### src/rtl/write_poll_resp_pkg.sv
package write_poll_resp_pkg;
  // Per-cycle commands from the control to the datapath
  typedef struct packed {
    logic drive;       // a read access is sampled this edge
    logic pickStatus;  // return the status word instead of array data
    logic flipToggle;  // an access ended while programming is running
  } respCmd_t;
endpackage

### src/rtl/write_poll_resp_ctrl.sv
module write_poll_resp_ctrl
  import write_poll_resp_pkg::*;
(
  input  logic     clk,
  input  logic     rstN,
  input  logic     chipEnN,
  input  logic     outEnN,
  input  logic     busy,
  output respCmd_t cmd
);
  logic accessNow;
  logic accessPrev;

  assign accessNow = !chipEnN && !outEnN;

  always_ff @(posedge clk or negedge rstN) begin
    if (!rstN) accessPrev <= 1'b0;
    else       accessPrev <= accessNow;
  end

  always_comb begin
    cmd.drive      = accessNow;
    cmd.pickStatus = busy;
    cmd.flipToggle = accessPrev && !accessNow && busy;
  end
endmodule

### src/rtl/write_poll_resp_dp.sv
module write_poll_resp_dp
  import write_poll_resp_pkg::*;
#(
  parameter int DATA_W = 8
) (
  input  logic              clk,
  input  logic              rstN,
  input  respCmd_t          cmd,
  input  logic              lastWrMsb,
  input  logic [DATA_W-1:0] arrayData,
  output logic [DATA_W-1:0] dataOut,
  output logic              dataOutEn
);
  localparam int RSVD_W = DATA_W - 2;

  logic              toggleQ;
  logic [DATA_W-1:0] statusWord;
  logic [DATA_W-1:0] nextWord;

  assign statusWord = {~lastWrMsb, toggleQ, {RSVD_W{1'b0}}};

  always_comb begin
    if (!cmd.drive)          nextWord = '0;
    else if (cmd.pickStatus) nextWord = statusWord;
    else                     nextWord = arrayData;
  end

  always_ff @(posedge clk or negedge rstN) begin
    if (!rstN) begin
      toggleQ   <= 1'b0;
      dataOut   <= '0;
      dataOutEn <= 1'b0;
    end else begin
      if (cmd.flipToggle) toggleQ <= ~toggleQ;
      dataOut   <= nextWord;
      dataOutEn <= cmd.drive;
    end
  end
endmodule

### src/rtl/write_poll_resp.sv
module write_poll_resp
  import write_poll_resp_pkg::*;
#(
  parameter int DATA_W = 8
) (
  input  logic              clk,
  input  logic              rstN,
  input  logic              chipEnN,
  input  logic              outEnN,
  input  logic              busy,
  input  logic              lastWrMsb,
  input  logic [DATA_W-1:0] arrayData,
  output logic [DATA_W-1:0] dataOut,
  output logic              dataOutEn
);
  respCmd_t cmd;

  write_poll_resp_ctrl i_ctrl (
    .clk(clk), .rstN(rstN), .chipEnN(chipEnN), .outEnN(outEnN),
    .busy(busy), .cmd(cmd)
  );

  write_poll_resp_dp #(.DATA_W(DATA_W)) i_dp (
    .clk(clk), .rstN(rstN), .cmd(cmd), .lastWrMsb(lastWrMsb),
    .arrayData(arrayData), .dataOut(dataOut), .dataOutEn(dataOutEn)
  );
endmodule

### config.mk
export PLATFORM = sky130hd
export DESIGN_NAME = write_poll_resp
export DESIGN_NICKNAME = d
export VERILOG_FILES = /design/src/rtl/write_poll_resp_pkg.sv /design/src/rtl/write_poll_resp_ctrl.sv /design/src/rtl/write_poll_resp_dp.sv /design/src/rtl/write_poll_resp.sv
export SDC_FILE = /design/constraint.sdc
export NUM_CORES = 1
export LEC_CHECK = 0
export ABC_AREA = 1
export ABC_CLOCK_PERIOD_IN_PS = 800
export BUFFER_PORTS_ARGS = -buffer_cell sky130_fd_sc_hd__buf_2
export CELL_PAD_IN_SITES_DETAIL_PLACEMENT = 0
export CELL_PAD_IN_SITES_GLOBAL_PLACEMENT = 1
export CORE_MARGIN = 4
export CORE_UTILIZATION = 25
export CTS_BUF_LIST = sky130_fd_sc_hd__clkbuf_2 sky130_fd_sc_hd__clkbuf_4 sky130_fd_sc_hd__clkbuf_8
export DETAILED_ROUTE_END_ITERATION = 8
export PLACE_DENSITY_LB_ADDON = 0.2
export SETUP_SLACK_MARGIN = 0.15
export SLEW_MARGIN = 20
export SYNTH_ARGS = -nofsm -noshare
export SYNTH_HDL_FRONTEND = slang
export SYNTH_SLANG_ARGS = --single-unit
### constraint.sdc
create_clock -name clk -period 0.8 [get_ports clk]
set_input_delay 0.16 -clock clk [delete_from_list [all_inputs] [get_ports clk]]
set_output_delay 0.16 -clock clk [all_outputs]
set_load 0.01 [all_outputs]
# Word-level counts from Yosys, hierarchy flattened
# Index checks and enable logic that the tools add are counted.
# word_totals
input_bits,14
output_inout_bits,9
register_bits,10
wordCells,13
# classes
n_reduce_logical,6
n_mux,2
bitwise_logic,2
# ops
operator,n
$mux W8,2
$logic_and A1 B1 Y1,3
$logic_not A1 Y1,3
$not A1 Y1,2

# Longest topological paths before layout
# Gate-level depths: netlist of run 1.
# depth
ltp_word,5
ltp_mapped,5
depth_no_buf,5

# Hierarchy
# A second synthesis of run 1 with hierarchy kept.
# hier_totals
hier_cells,40
area_unflattened_um2,401.6
# modules_own_cells
mod,seq_area_each_um2,instances,area_per_inst_um2,cells_per_inst
write_poll_resp_dp,250.2,1,347.8,34
write_poll_resp_ctrl,25.0,1,53.8,6

# Worst setup path after synthesis of run 1
# No wires, ideal clock.
# synth_path
path_type,reg2reg
start,register i_dp.dataOutEn (netlist name)
end,register i_dp.toggleQ
setup_time_ps,116
synth_period_minus_slack_ps,763
stages_incl_launch_ff,5
path_buffers,0
t_required_ps,684
t_arrival_ps,647
setup_slack_ps,37
cell_sequence,dfrtp_1 > nand2_1 > clkinv_1 > nand3_1 > nand2_1
# synth_rtl
element,line_no,text
to (signal assigned),write_poll_resp_dp.sv:34,if (cmd.flipToggle) toggleQ <= ~toggleQ;
to (decl),write_poll_resp_dp.sv:16,logic toggleQ;

# Worst setup path after layout of run 1
# layout_path
start,register i_dp.dataOutEn
end,output dataOutEn
# layout_rtl
element,line_no,text
from (decl),write_poll_resp_dp.sv:12,output logic dataOutEn
from (signal assigned),write_poll_resp_dp.sv:36,dataOutEn <= cmd.drive;
to (decl),write_poll_resp.sv:14,output logic dataOutEn
# No word-level cell between the ends.

==> summary.md, run 1 <==
| Metric | Value |
|---|---|
| Status | finished, violations left |
| Failing checks | negative setup slack |
| H-tree depth | 1 |
| Average wire per standard cell | 10.5 µm |
| HP Class | primary input to flop |
| Final worst slack | -128 ps |
| CTS Buf Count | 3 |
| Antenna Violating Nets Remaining | 0 |
| Worst path bufs/invs | 1 |
| Critical Path End | dataOutEn |
| Setup CP Type | flop to output port |
| Worst-path clk slew | 60 ps |
| Synthesized instance count | 41 |
| Post-Synthesis Cell Area | 380 µm² |
| Final Hold Viols | 0 |
| Core area | 1370 µm² |
| Largest net degree at the start of global routing | 12 |
| Worst Tran Pin Value | 238 ps |
| Final Wtd Congestion | 0.628 |
| Remaining DRCs | 0 |
| Violation count after the first detailed-routing iteration | 10 |
| Clock root buffer | clkbuf_4 |
| Finish-stage setup viols | 9 |
| Critical register-to-register path startpoint | i_dp.dataOutEn |
| Clock tree sinks | 10 |
| CP Cell Sequence | buf_2 |
| Fill cells | 151 |
| # rows | 13 |
| Worst Path Required | 640 ps |
| Worst skew pair latency | 260 ps |
| Initial Util | 0.278 |
| Post-synthesis sequential area ratio | 0.658 |
| CP max-delay cell | dfrtp_1 |
| Max-cap violations | 0 |
| R2r setup slk | 70 ps |
| Fin Clk Skew | 0.140 ps |
| Fin nets | 82 |
| Pre-antenna DRT Iters | 2 |
| Die Width | 47.0 µm |
| RSZ-0062 raised after global routing | yes |
| Flops & latches, synth | 10 |
| Via count | 328 |
| First-pass GRT wire length | 1290 µm |
| Die Ht | 47.0 µm |
| Largest delay share family, worst path | flip-flops |
| Largest fanout on the critical path | 2 |
| Global route total overflow | 0 |
| Average size of a mapped cell | 9.28 µm² |
| Die ar. | 2210 µm² |
| Critical Path End Type | output port |
| Peak Freq | 1080 MHz |
| Final worst-path cycle share | 1.16 |
| Peak supply drop | 0.776 mV |
| Slew Limit Fails | 0 |
| Reg2reg path depth | 4 |
| CTS tree | done |
| GRT Total Usage | 0.0893 |
| Multi-input logic area | 108 µm² |
| Leading area contributor after synthesis | dfrtp_1 |
| Clock buffer depth | 2 |
| Area Overhead vs Synth | 44.4% |
| I/O pin count | 23 |
| Share of the synthesized area in the top cell type | 0.658 |
| Synth Net Count | 55 |
| Vias in the first global route | 302 |
| # port buffers | 22 |
| Antenna diodes | 0 |
| P_leak | 0.000332 µW |
| Critical path arrival | 770 ps |
| Min Tclk post-route | 928 ps |
| CP startpoint kind | flop |
| Detailed Route WL | 851 µm |
| Critical path's largest stage delay | 370 ps |
| Relative slew slack | 0.842 |
| Min-delay src | arrayData[4] |
| Vias/cell | 4.05 |
| Synth cell types | 11 |
| CP startpoint | i_dp.dataOutEn |
| Stages on worst setup path | 1 |
| Initial antenna violation count | 0 |
| Setup TNS | -940 ps |
| Final Util | 0.402 |
| Post-DP HPWL | 623 µm |
| Seq. cell area | 250 µm² |
| Share of layout cells above drive strength 1 | 0.470 |
| Capturing point of the worst reg2reg path | i_dp.toggleQ |
| Area contributors post-synth | dfrtp_1 66%, nand2_1 13%, nor2_1 6.9% |
| YS warnings | 0 |
| Power Dens Cells | 1820 nW/µm² |
[report_power, final]
group	internal (µW)	switching (µW)	leakage [µW]
registers	530	10.7	0.000134
logic	56.9	73.5	0.000185
clock network	173	155	0.0000138
total	760	239	0.000332
[logic make-up (layout without fill, tap and decap cells)]
kind of cell / after synthesis / after routing / share of synthesized area
buf+inv: 7 / 32 / 0.0888
compound gates: 2 / 2 / 0.0263
simple gates: 22 / 22 / 0.227
flops: 10 / 10 / 0.658
[worst min-delay path by stage]
| stage | to | cells after the start |
|---|---|---|
| after detailed placement | i_dp.dataOut[1] | 1 |
| final | i_dp.dataOut[4] | 3 |
| after CTS | i_dp.dataOut[4] | 3 |
| after global placement | i_dp.dataOut[3] | 1 |
| after global routing | i_dp.dataOut[0] | 3 |
| after floorplan | i_dp.dataOutEn | 0 |
[state kept, by name, indices dropped and copies added (netlist names)]
signal          flops
i_dp.dataOut        8
i_dp.toggleQ        1
i_dp.dataOutEn      1
[stage by stage]
stage          cells  power (µW)  instance area [µm²]  setup WS (ps)  hold slack, ps
6_report          81         999                  549           -128             123
5_1_grt           81        1060                  549           -170             123
4_1_cts           81        1010                  537           -142             114
3_5_place_dp      77         673                  504           61.6            33.5
3_3_place_gp      77         673                  504           72.2            33.8
2_1_floorplan     41         612                  387           67.5            -136
[per-layer routing]
metal,global-route usage,vias up,wire length [µm]
met5,0,-,0
met4,0.0829,0,8
met3,0.0268,2,94
met2,0.130,15,403
met1,0.104,140,344
li1,-,171,-
[final cells by class]
cell class,instances,share of cell area
Inverter,6,0.0433
Multi-Input combinational cell,24,0.196
Sequential cell,10,0.456
Timing Repair Buffer,23,0.230
Clock buffer,3,0.0410
Tap cell,15,0.0342
[Yosys cell counts (all sizes together)]
cell / n
nand2: 14
dfrtp: 10
nor2: 7
inv: 5
a21oi: 1
buf: 1
clkinv: 1
nand3: 1
o21ai: 1
[cells in the final DEF (no fill, tap or decap)]
master / n
clkinv_2: 1
inv_2: 1
inv_1: 4
dfrtp_1: 10
buf_6: 1
nand3_2: 1
a21oi_2: 1
buf_2: 21
nor2_1: 7
nand2_2: 2
clkbuf_4: 3
o21ai_0: 1
dlygate4sd3_1: 1
nand2_1: 12
[timing repair]
item,CTS,global route
setup buffers,0,0
hold buffers,1,0
resized for setup,0,3
pin swaps,0,2
hold endpoints to repair,10,0
setup endpoints to repair,10,11
(Power assumes the default switching activity.)
==> inputs of run 2 (changes only) <==
--- a/config.mk
+++ b/config.mk
@@ -5,7 +5,6 @@
 export SDC_FILE = /design/constraint.sdc
 export NUM_CORES = 1
 export LEC_CHECK = 0
-export ABC_AREA = 1
 export ABC_CLOCK_PERIOD_IN_PS = 800
 export BUFFER_PORTS_ARGS = -buffer_cell sky130_fd_sc_hd__buf_2
 export CELL_PAD_IN_SITES_DETAIL_PLACEMENT = 0
==> summary.md, run 2 <==
| Metric | Value |
|---|---|
| Min-delay src | lastWrMsb (was arrayData[4]) |
| Worst-path clk slew | 60 ps (about the same) |
| Failing checks | negative setup slack (unchanged) |
| CP startpoint kind | flop (unchanged) |
| HP Class | primary input to flop (unchanged) |
| Hold depth | 2 (was 3) |
| Via count | 296 (was 328) |
| Share of the synthesized area in the top cell type | 0.712 (was 0.658) |
| Final worst slack | -136 ps (was -128 ps) |
| Fin cells | 70 (was 81) |
| Critical register-to-register path startpoint | i_dp.dataOutEn (unchanged) |
| Critical path's largest stage delay | 380 ps (was 370 ps) |
| Die ar. | 2070 µm² (was 2210 µm²) |
| CP Cell Sequence | buf_2 (unchanged) |
| Setup CP Type | flop to output port (unchanged) |
| Detailed Route WL | 793 µm (was 851 µm) |
| Synthesized instance count | 24 (was 41) |
| Final worst-path cycle share | 1.17 (was 1.16) |
| Max reg flops | 8 (unchanged) |
| Hold Path Sink | i_dp.dataOut[7] (was i_dp.dataOut[4]) |
| Global route total overflow | 0 (unchanged) |
| CP max-delay cell | dfrtp_1 (unchanged) |
| Slew Limit Fails | 0 (unchanged) |
| CTS Buf Count | 3 (unchanged) |
| Die Width | 45.5 µm (was 47.0 µm) |
| Largest net degree at the start of global routing | 11 (was 12) |
| Relative slew slack | 0.804 (was 0.842) |
| Violation count after the first detailed-routing iteration | 1 (was 10) |
| Leading area contributor after synthesis | dfrtp_1 (unchanged) |
| Remaining DRCs | 0 (unchanged) |
| Die Ht | 45.5 µm (was 47.0 µm) |
| CTS tree | done (unchanged) |
| Primary FF master, synth | dfrtp_1 (unchanged) |
| Critical Path End Type | output port (unchanged) |
| Post-DP HPWL | 661 µm (was 623 µm) |
| Peak supply drop | 0.927 mV (was 0.776 mV) |
| YS warnings | 0 (unchanged) |
| Synth Net Count | 38 (was 55) |
| Reg2reg path depth | 3 (was 4) |
| First-pass GRT wire length | 1280 µm (was 1290 µm) |
| Clock tree sinks | 10 (unchanged) |
| Antenna Violating Nets Remaining | 0 (unchanged) |
| Flops & latches, synth | 10 (unchanged) |
| Antenna diodes | 0 (unchanged) |
| Average wire per standard cell | 11.3 µm (was 10.5 µm) |
| Post-Synthesis Cell Area | 352 µm² (was 380 µm²) |
| Post-synthesis sequential area ratio | 0.712 (was 0.658) |
| Pre-antenna DRT Iters | 2 (unchanged) |
| Clock buffer depth | 2 (unchanged) |
| RSZ-0062 raised after global routing | yes (unchanged) |
| Area contributors post-synth | dfrtp_1 71%, and2_1 11%, a2111oi_2 4.3% (was dfrtp_1 66%, nand2_1 13%, nor2_1 6.9%) |
| Power Dens Cells | 2070 nW/µm² (was 1820 nW/µm²) |
| Largest fanout on the critical path | 2 (unchanged) |
| Fin nets | 70 (was 82) |
| Placed insts | 64 (was 77) |
| Min Tclk post-route | 936 ps (was 928 ps) |
| Synth cell types | 9 (was 11) |
| H-tree depth | 1 (unchanged) |
| Most frequent cell after synthesis | dfrtp_1 (was nand2_1) |
| Final Wtd Congestion | 0.746 (was 0.628) |
| P_leak | 0.000313 µW (was 0.000332 µW) |
| Clock root buffer | clkbuf_4 (unchanged) |
| Critical path arrival | 780 ps (was 770 ps) |
| # port buffers | 22 (unchanged) |
| Core area | 1320 µm² (was 1370 µm²) |
| Largest delay share family, worst path | flip-flops (unchanged) |
| I/O pin count | 23 (unchanged) |
| Worst Tran Pin Value | 292 ps (was 238 ps) |
| CP startpoint | i_dp.dataOutEn (unchanged) |
| Vias in the first global route | 328 (was 302) |
| Status | finished, violations left (unchanged) |
| Most common cell after layout, fill and taps aside | buf_2 (unchanged) |
| Area Overhead vs Synth | 60.1% (was 44.4%) |
| Most common library cells after synthesis | 10 x dfrtp_1, 6 x and2_1, 2 x nor2_1 (was 13 x nand2_1, 10 x dfrtp_1, 7 x nor2_1) |
| GRT Total Usage | 0.0931 (was 0.0893) |
| Most frequent cells in the layout | 21 x buf_2, 10 x dfrtp_1, 6 x and2_1 (was 21 x buf_2, 12 x nand2_1, 10 x dfrtp_1) |
| EDFF count, synth | 0 (unchanged) |
| Capturing point of the worst reg2reg path | i_dp.toggleQ (unchanged) |
| Max-cap violations | 0 (unchanged) |
| Largest regs | i_dp.dataOut: 8 flops, i_dp.dataOutEn: 1 flops, i_dp.toggleQ: 1 flops (unchanged) |
| Final Hold Viols | 0 (unchanged) |
| Initial antenna violation count | 0 (unchanged) |
| # rows | 13 (unchanged) |
| Worst path bufs/invs | 1 (unchanged) |
| Share of layout cells above drive strength 1 | 0.582 (was 0.470) |
| Fin Clk Skew | 0.377 ps (was 0.140 ps) |
| Biggest register | i_dp.dataOut (unchanged) |
| Peak Freq | 1070 MHz (was 1080 MHz) |
| Initial Util | 0.267 (was 0.278) |
| Average size of a mapped cell | 14.6 µm² (was 9.28 µm²) |
| Worst Path Required | 640 ps (about the same) |
| Final Total Pwr | 1170 µW (was 999 µW) |
| Finish-stage setup viols | 10 (was 9) |
| Worst skew pair latency | 260 ps (about the same) |
| R2r setup slk | -30 ps (was 70 ps) |
| Vias/cell | 4.23 (was 4.05) |
| Async S/R FF share, synth | 1.00 (unchanged) |
-- run 2: changes by cell type after synthesis, sizes merged, moves of 2 or more --
cell / previous run / this run
and2: 0 / 6
inv: 5 / 0
nand2: 14 / 0
nor2: 7 / 2
nor3: 0 / 2
-- run 2: repair_timing --
| item | in CTS | in global routing |
|---|---|---|
| gates resized for setup | 0 | 1 |
| buffers inserted | 1 | 0 |
| pin swaps | 1 | 1 |
| endpoints found under the hold margin | 10 | 0 |
| cloned | 0 | 0 |
| setup endpoints to repair | 11 | 11 |
| hold buffers | 1 | 0 |
-- run 2: through the flow --
step                      TNS [ps]  area (µm²)  utilization  setup slack (ps)  hold slack [ps]
after global placement       -13.2         503        0.382             -13.2             21.8
after CTS                    -1160         557        0.423              -156             68.7
after global routing         -1370         563        0.427              -172             71.2
after floorplan                  0         352            -              73.9             -136
final                         -990         563        0.427              -136             83.9
after detailed placement      -171         503        0.382             -31.7             26.4
-- run 2: cells by family (layout without fill, tap and decap cells) --
| logic type | count (synthesis) | after routing | share of synthesized area |
|---|---|---|---|
| simple gates | 10 | 10 | 0.171 |
| compound gates | 2 | 2 | 0.0641 |
| mux | 1 | 1 | 0.0285 |
| buf+inv | 0 | 31 | 0 |
| flops | 10 | 10 | 0.712 |
| xor+xnor | 1 | 1 | 0.0249 |
-- run 2: area by class of cell --
| class | instances | area [µm²] |
|---|---|---|
| fillers | 133 | 754 |
| flip-flops and latches | 10 | 250 |
| repair buffers | 27 | 156 |
| multi-input cells | 14 | 101 |
| clock buffers | 4 | 36.3 |
| well taps | 15 | 18.8 |
-- run 2: metal layers --
metal,vias to the layer above,track usage,share of wire
li1,143,-,-
met1,135,0.0862,0.38
met2,16,0.148,0.49
met3,2,0.0435,0.12
met4,0,0.0877,0.010
met5,-,0,0
-- run 2: power by group --
| group | internal, µW | switching [µW] |
|---|---|---|
| clock | 276 | 162 |
| combinational | 85.7 | 69.3 |
| sequential | 549 | 23.8 |
| total | 911 | 255 |
-- run 2: worst max path at each step --
stage / endpoint / slack [ps] / depth (start not counted)
floorplan: i_dp.toggleQ / 70 / 2
finish: dataOutEn / -140 / 1
CTS: dataOutEn / -160 / 1
global route: dataOutEn / -170 / 1
global placement: i_dp.dataOut[7] / -10 / 3
detailed placement: i_dp.dataOut[2] / -30 / 3
